`config.mk`:
```
export PLATFORM = sky130hd
export DESIGN_NAME = rf_busbank
export DESIGN_NICKNAME = d
export VERILOG_FILES = /design/src/rtl/rfb_pkg.sv /design/src/rtl/rfb_load_dec.sv /design/src/rtl/rfb_regs.sv /design/src/rtl/rfb_src_mux.sv /design/src/rtl/rfb_xcvr_ctl.sv /design/src/rtl/rf_busbank.sv
export SDC_FILE = /design/constraint.sdc
export NUM_CORES = 1
export LEC_CHECK = 0
export CORE_UTILIZATION = 40
export DETAILED_ROUTE_END_ITERATION = 7
export DONT_BUFFER_PORTS = 1
export PLACE_DENSITY_LB_ADDON = 0.3
export SETUP_SLACK_MARGIN = 0.3
export SYNTH_ARGS = -nofsm -noshare
export SYNTH_HDL_FRONTEND = slang
export SYNTH_SLANG_ARGS = --single-unit
export TNS_END_PERCENT = 20
```
`constraint.sdc`:
```
create_clock -name clk -period 3.3 [get_ports clk]
set_input_delay 0.66 -clock clk [delete_from_list [all_inputs] [get_ports clk]]
set_output_delay 0.66 -clock clk [all_outputs]
set_load 0.02 [all_outputs]
```
`src/rtl/rfb_pkg.sv`:
```
package rfb_pkg;
   localparam int LD_SEL_W = 4;
   localparam int L_SEL_W  = 4;
   localparam int R_SEL_W  = 2;
   localparam int D_SEL_W  = 2;
   localparam int NREG     = 7;

   // storage slots; load code k writes slot k-1
   localparam int RG_A   = 0;
   localparam int RG_B   = 1;
   localparam int RG_IXL = 2;
   localparam int RG_IXH = 3;
   localparam int RG_SPL = 4;
   localparam int RG_SPH = 5;
   localparam int RG_TMP = 6;

   // left source codes
   localparam int LS_A     = 1;
   localparam int LS_B     = 2;
   localparam int LS_IXL   = 3;
   localparam int LS_IXH   = 4;
   localparam int LS_PCL   = 5;
   localparam int LS_PCH   = 6;
   localparam int LS_SPL   = 7;
   localparam int LS_SPH   = 8;
   localparam int LS_STAT  = 9;
   localparam int LS_DBUS  = 10;
   localparam int LS_COUNT = 11;

   // right source codes
   localparam int RS_TMP   = 1;
   localparam int RS_DBUS  = 2;
   localparam int RS_COUNT = 3;

   // data-bus transceiver select codes
   localparam int DS_LEFT  = 1;
   localparam int DS_RIGHT = 2;
endpackage

```
`src/rtl/rfb_load_dec.sv`:
```
module rfb_load_dec #(
   parameter int SELW = 4,
   parameter int NOUT = 7
) (
   input  logic            en,
   input  logic [SELW-1:0] sel,
   output logic [NOUT-1:0] hot
);
   if (NOUT >= (1 << SELW)) begin : g_bad
      $error("rfb_load_dec: NOUT needs a free null code");
   end

   for (genvar i = 0; i < NOUT; i++) begin : g_line
      assign hot[i] = en && (sel == SELW'(i + 1));
   end
endmodule

```
`src/rtl/rfb_regs.sv`:
```
module rfb_regs #(
   parameter int DW   = 8,
   parameter int NREG = 7
) (
   input  logic                     clk,
   input  logic                     rst,
   input  logic [NREG-1:0]          we,
   input  logic [DW-1:0]            d,
   output logic [NREG-1:0][DW-1:0]  q
);
   for (genvar i = 0; i < NREG; i++) begin : g_reg
      logic [DW-1:0] r;
      always_ff @(posedge clk) begin
         if (rst)
            r <= '0;
         else if (we[i])
            r <= d;
      end
      assign q[i] = r;
   end
endmodule

```
`src/rtl/rfb_src_mux.sv`:
```
module rfb_src_mux #(
   parameter int DW   = 8,
   parameter int SELW = 4,
   parameter int NSRC = 11
) (
   input  logic [SELW-1:0]          sel,
   input  logic [NSRC-1:0][DW-1:0]  src,
   output logic [DW-1:0]            bus
);
   if (NSRC > (1 << SELW)) begin : g_bad
      $error("rfb_src_mux: select field too narrow");
   end

   logic [NSRC-1:0][DW-1:0] gated;

   for (genvar g = 0; g < NSRC; g++) begin : g_src
      if (g == 0) begin : g_null
         assign gated[g] = '0;
      end else begin : g_drv
         assign gated[g] = (sel == SELW'(g)) ? src[g] : '0;
      end
   end

   always_comb begin
      bus = '0;
      for (int k = 0; k < NSRC; k++)
         bus = bus | gated[k];
   end
endmodule

```
`src/rtl/rfb_xcvr_ctl.sv`:
```
module rfb_xcvr_ctl
   import rfb_pkg::*;
(
   input  logic [L_SEL_W-1:0] lsel,
   input  logic [R_SEL_W-1:0] rsel,
   input  logic [D_SEL_W-1:0] dsel,
   output logic               xl_en,
   output logic               xr_en,
   output logic               xl_in,
   output logic               xr_in,
   output logic               xl_drive,
   output logic               xr_drive,
   output logic               bus_err
);
   logic left_reads, right_reads, clash;

   always_comb begin
      left_reads  = (lsel == L_SEL_W'(LS_DBUS));
      right_reads = (rsel == R_SEL_W'(RS_DBUS));
      clash       = left_reads && right_reads;
      xl_in       = left_reads;
      xr_in       = right_reads;
      xl_en       = (dsel == D_SEL_W'(DS_LEFT))  && !clash;
      xr_en       = (dsel == D_SEL_W'(DS_RIGHT)) && !clash;
      xl_drive    = xl_en && !left_reads;
      xr_drive    = xr_en && !right_reads;
      bus_err     = clash;
   end
endmodule

```
`src/rtl/rf_busbank.sv`:
```
module rf_busbank
   import rfb_pkg::*;
#(
   parameter int DW = 8
) (
   input  logic                clk,
   input  logic                rst,
   input  logic                load_en,
   input  logic [LD_SEL_W-1:0] load_sel,
   input  logic [DW-1:0]       alu_z,
   input  logic [L_SEL_W-1:0]  lsel,
   input  logic [R_SEL_W-1:0]  rsel,
   input  logic [D_SEL_W-1:0]  dsel,
   input  logic [DW-1:0]       pc_lo,
   input  logic [DW-1:0]       pc_hi,
   input  logic [DW-1:0]       stat_in,
   input  logic [DW-1:0]       dbus_in,
   output logic [DW-1:0]       left_bus,
   output logic [DW-1:0]       right_bus,
   output logic [DW-1:0]       dbus_out,
   output logic                dbus_oe,
   output logic                xl_en,
   output logic                xl_in,
   output logic                xr_en,
   output logic                xr_in,
   output logic                bus_err
);
   if (DW < 1) begin : g_bad_dw
      $error("rf_busbank: DW must be positive");
   end

   logic [NREG-1:0]              ld_hot;
   logic [NREG-1:0][DW-1:0]      reg_q;
   logic [LS_COUNT-1:0][DW-1:0]  lsrc;
   logic [RS_COUNT-1:0][DW-1:0]  rsrc;
   logic                         xl_drive, xr_drive;

   rfb_load_dec #(.SELW(LD_SEL_W), .NOUT(NREG)) i_dec (
      .en  (load_en),
      .sel (load_sel),
      .hot (ld_hot)
   );

   rfb_regs #(.DW(DW), .NREG(NREG)) i_regs (
      .clk (clk),
      .rst (rst),
      .we  (ld_hot),
      .d   (alu_z),
      .q   (reg_q)
   );

   rfb_xcvr_ctl i_xcvr (
      .lsel     (lsel),
      .rsel     (rsel),
      .dsel     (dsel),
      .xl_en    (xl_en),
      .xr_en    (xr_en),
      .xl_in    (xl_in),
      .xr_in    (xr_in),
      .xl_drive (xl_drive),
      .xr_drive (xr_drive),
      .bus_err  (bus_err)
   );

   always_comb begin
      lsrc           = '0;
      lsrc[LS_A]     = reg_q[RG_A];
      lsrc[LS_B]     = reg_q[RG_B];
      lsrc[LS_IXL]   = reg_q[RG_IXL];
      lsrc[LS_IXH]   = reg_q[RG_IXH];
      lsrc[LS_PCL]   = pc_lo;
      lsrc[LS_PCH]   = pc_hi;
      lsrc[LS_SPL]   = reg_q[RG_SPL];
      lsrc[LS_SPH]   = reg_q[RG_SPH];
      lsrc[LS_STAT]  = stat_in;
      lsrc[LS_DBUS]  = (xl_en && xl_in) ? dbus_in : '0;
   end

   always_comb begin
      rsrc           = '0;
      rsrc[RS_TMP]   = reg_q[RG_TMP];
      rsrc[RS_DBUS]  = (xr_en && xr_in) ? dbus_in : '0;
   end

   rfb_src_mux #(.DW(DW), .SELW(L_SEL_W), .NSRC(LS_COUNT)) i_lmux (
      .sel (lsel),
      .src (lsrc),
      .bus (left_bus)
   );

   rfb_src_mux #(.DW(DW), .SELW(R_SEL_W), .NSRC(RS_COUNT)) i_rmux (
      .sel (rsel),
      .src (rsrc),
      .bus (right_bus)
   );

   always_comb begin
      dbus_oe  = xl_drive || xr_drive;
      dbus_out = xl_drive ? left_bus : (xr_drive ? right_bus : '0);
   end
endmodule

```
==> metrics.log <==
[metrics] worst hold path depth: 1
[metrics] Internal Pwr Total: 1001 µW
[metrics] Reg2Reg Depth: 2
[metrics] library cell used as clock root buffer: clkbuf_8
[metrics] DRC viols: 0
[metrics] cts hold-fix bufs: 0
[metrics] placed insts: around 440
[metrics] post-cts repair resize count: 0
[metrics] synthesized netlist net count: 414
[metrics] First-pass DRT Iterations: 4
[metrics] standard-cell rows: 32
[metrics] maximum buffer depth of the clock tree: 2
[metrics] area of the die: 0.008261 mm²
[metrics] synthesized instance count: 359
[metrics] crit end category: output pin
[metrics] share of async-settable or async-resettable flops after synthesis: 0%
[metrics] DIE HEIGHT: 90.89 µm
[metrics] number of distinct library cell variants in the gate-level netlist after synthesis: 50
[metrics] number of synthesized flops with an enable pin: 0
[metrics] final RePlAce weighted congestion: 0.8038
[metrics] crit path time final: 2.863 ns
[metrics] grt ovf: 0
[metrics] total number of yosys warnings: 0
[metrics] Sw Pwr: ~290 µW
[metrics] hold violation count in the final report: 0
[metrics] launching point of the worst reg2reg path: i_regs.g_reg[6].r[6]
[metrics] number of flip-flops in the largest register: 56
[metrics] latest clock arrival within the worst-skew pair: ~0.30 ns
[metrics] total of buffers placed on input and output ports: 0
[metrics] H-tree Lvls: 2
[metrics] CTS tree: done
[metrics] Max Cap Violations: 0
[metrics] vias: 2,611
[metrics] Antenna Nets Post-Route: 0
[metrics] Final Cycle Share: 86.76%
[metrics] Overall Global Routing Usage: a little over 20%
[metrics] relative slew slack: 49.74%
[metrics] clock tree sinks: 56
[metrics] pin count of the biggest net entering global routing: between 50 and 60
[metrics] post-route insts no fill: roughly 450
[metrics] top-level port count: 85
[metrics] switching power as a share of total power: 22.71%
[metrics] prevailing post-synth register cell: dfxtp_1
[metrics] clock transition at the register clock pins on the worst setup and hold paths after CTS: approximately 0.09 ns
[metrics] via count of the first global-routing pass: 2,481
[metrics] status: finished, final reports clean
[metrics] CP Data Arrival Time: 2.20 ns
[metrics] post-synthesis area per instance: 8.804 µm²
[metrics] number of storage elements in the synthesis netlist: 56
[metrics] Post-Synthesis Cell Area: between 0.003 and 0.004 mm²
[metrics] clock buffer count from CTS: 5
[metrics] sequential area share after synthesis: 35.47%
[metrics] Hold WC Path Type: input port to flop
[metrics] startpoint kind of the worst setup timing path: input port
[metrics] critical path startpoint: lsel[1]
[metrics] violation count after the first detailed-routing iteration: 173
[metrics] worst-path maximum fanout: 37
[metrics] sum of net half-perimeters after detailed placement: 6145 µm
[metrics] setup TNS after final layout: 0 ns
[metrics] RSZ-0062 raised after global routing: no
[metrics] beginning of the worst hold path: rst
[metrics] wire length per cell after detailed routing: 19.14 µm
[metrics] layout cells sized above 1: 5.797%
[metrics] kind of critical path: input port to output pin
[metrics] Clock power frac: 37.8%
[metrics] combinational cell fraction of total power: 9.0%
[metrics] leakage power figure: 0.001307 µW
[metrics] Syn-to-layout area delta: 5.067%
[metrics] maximum vdd drop: slightly above 200 µV
[metrics] Worst-Margin Slew: 0.7470 ns
[metrics] worst clock skew on the final layout: 0 ns
[metrics] largest registers in the final layout: i_regs.g.r: 56 flops
[metrics] Max Transition Viols Final: 0
[metrics] Die X-Extent: approximately 91 µm
[metrics] starting density of the core: approximately two fifths
[metrics] number of antenna violations at the first check in global routing: 1
[metrics] Post-CTS Repair Setup Buffers: 0
[metrics] P per Cell Area: 390.1 mW/mm²
[metrics] routed via count divided by cell count: 5.828
[metrics] sequential share of power: approximately 53%
[metrics] highest clock frequency the design can meet: 0.3493 GHz
[metrics] register bank with the most flops: i_regs.g.r
[metrics] Post-Route Utilization: 43.20%
[metrics] wire length of the first global-routing pass: 13,280 µm
[metrics] standard cell core area: 0.007687 mm²
[metrics] Layout Nets: 399
[metrics] Worst EP required: 2.64 ns
[metrics] wire length after detailed routing: 8573 µm
[metrics] setup violation total in the final timing report: 0
path summary, 6_finish.rpt:
kind	slack (ns)	endpoint
worst max register to register	2.63	i_regs.g_reg[6].r[6]
worst min-delay path	0.42	i_regs.g_reg[3].r[7]
worst min register to register	0.50	i_regs.g_reg[3].r[2]
worst max-delay path	0.44	dbus_out[5]
through the flow:
stage	hold WS, ns	setup WS (ns)	cell area, µm²	power (µW)
after floorplan	0.4527	0.7214	3161	827.8
after global placement	0.4676	0.6073	3192	819.1
after detailed placement	0.4813	0.5499	3192	820.8
after CTS	0.4101	0.5481	3318	1301
after global routing	0.4019	0.5034	3318	1335
final	0.4178	0.4369	3321	1295
power groups by stage:
stage	Sequential [µW]	Combinational (µW)	Clock, µW
CTS	689	117	496
floorplan	703	125	0
global route	690	124	521
finish	689	117	490
global placement	704	115	0
detailed placement	705	116	0
cells in the mapped netlist, drive strengths merged (3+ instances only):
library cell   n  share of area, %
a22o          12               3.3
nor2b          7               1.4
nand2         21               2.5
clkbuf         8              0.95
mux2i         65                21
nor4           4              0.79
nand2b         8               1.6
o21ai         10               1.6
o22ai          4              0.79
a211oi         3              0.71
buf           18               3.0
nand3b        26               6.2
dfxtp         56                35
a21oi         10               1.6
inv            4              0.47
nor2          64               7.7
nor3b          4              0.95
layout make-up:
| class | instances | area (µm²) |
|---|---|---|
| Antenna cell | 1 | 2.502 |
| Clock buffer | 7 | 96.34 |
| Clock inverter | 1 | 30.03 |
| Fill cell | 781 | 4367 |
| Inverter | 4 | 15.01 |
| Multi-Input combinational cell | 273 | 1898 |
| Sequential cell | 56 | 1121 |
| Tap cell | 102 | 127.6 |
| Timing Repair Buffer | 4 | 30.03 |
cells by family (layout without fill, tap and decap cells):
| family | Yosys count | count (layout) | share of synthesized area, % |
|---|---|---|---|
| buffers and inverters | 30 | 16 | 4.473 |
| and+or+nand+nor | 151 | 151 | 25.93 |
| DFF | 56 | 56 | 35.47 |
| AOI/OAI and AO/OA | 55 | 55 | 12.47 |
| other | 0 | 1 | 0 |
| muxes | 67 | 67 | 21.65 |
critical path, cell delays in order:
cell     delay, ns
mux2_2        0.32
a32o_1        0.25
nor4_1        0.63
o21ai_1       0.33
routing by layer:
| metal | wire (µm) | GRT usage, % | up-vias | part of all wire (%) |
|---|---|---|---|---|
| li1 | - | - | 1259 | - |
| met1 | 4007 | 28.12 | 1237 | 47 |
| met2 | 3891 | 32.95 | 104 | 45 |
| met3 | 509 | 4.040 | 11 | 5.9 |
| met4 | 163 | 6.349 | 0 | 1.9 |
| met5 | 0 | 0 | - | 0 |
placed cells by master, fill, tap and decap left out, drive strengths merged, types with 3 or more instances in the layout:
cell type  instances
a211oi             3
a21oi             10
a22o              12
buf                4
clkbuf             7
dfxtp             56
inv                4
mux2i             65
nand2             21
nand2b             8
nand3b            26
nor2              64
nor2b              7
nor3b              4
nor4               4
o21ai             10
o22ai              4
Power figures use the tool's default switching activity.
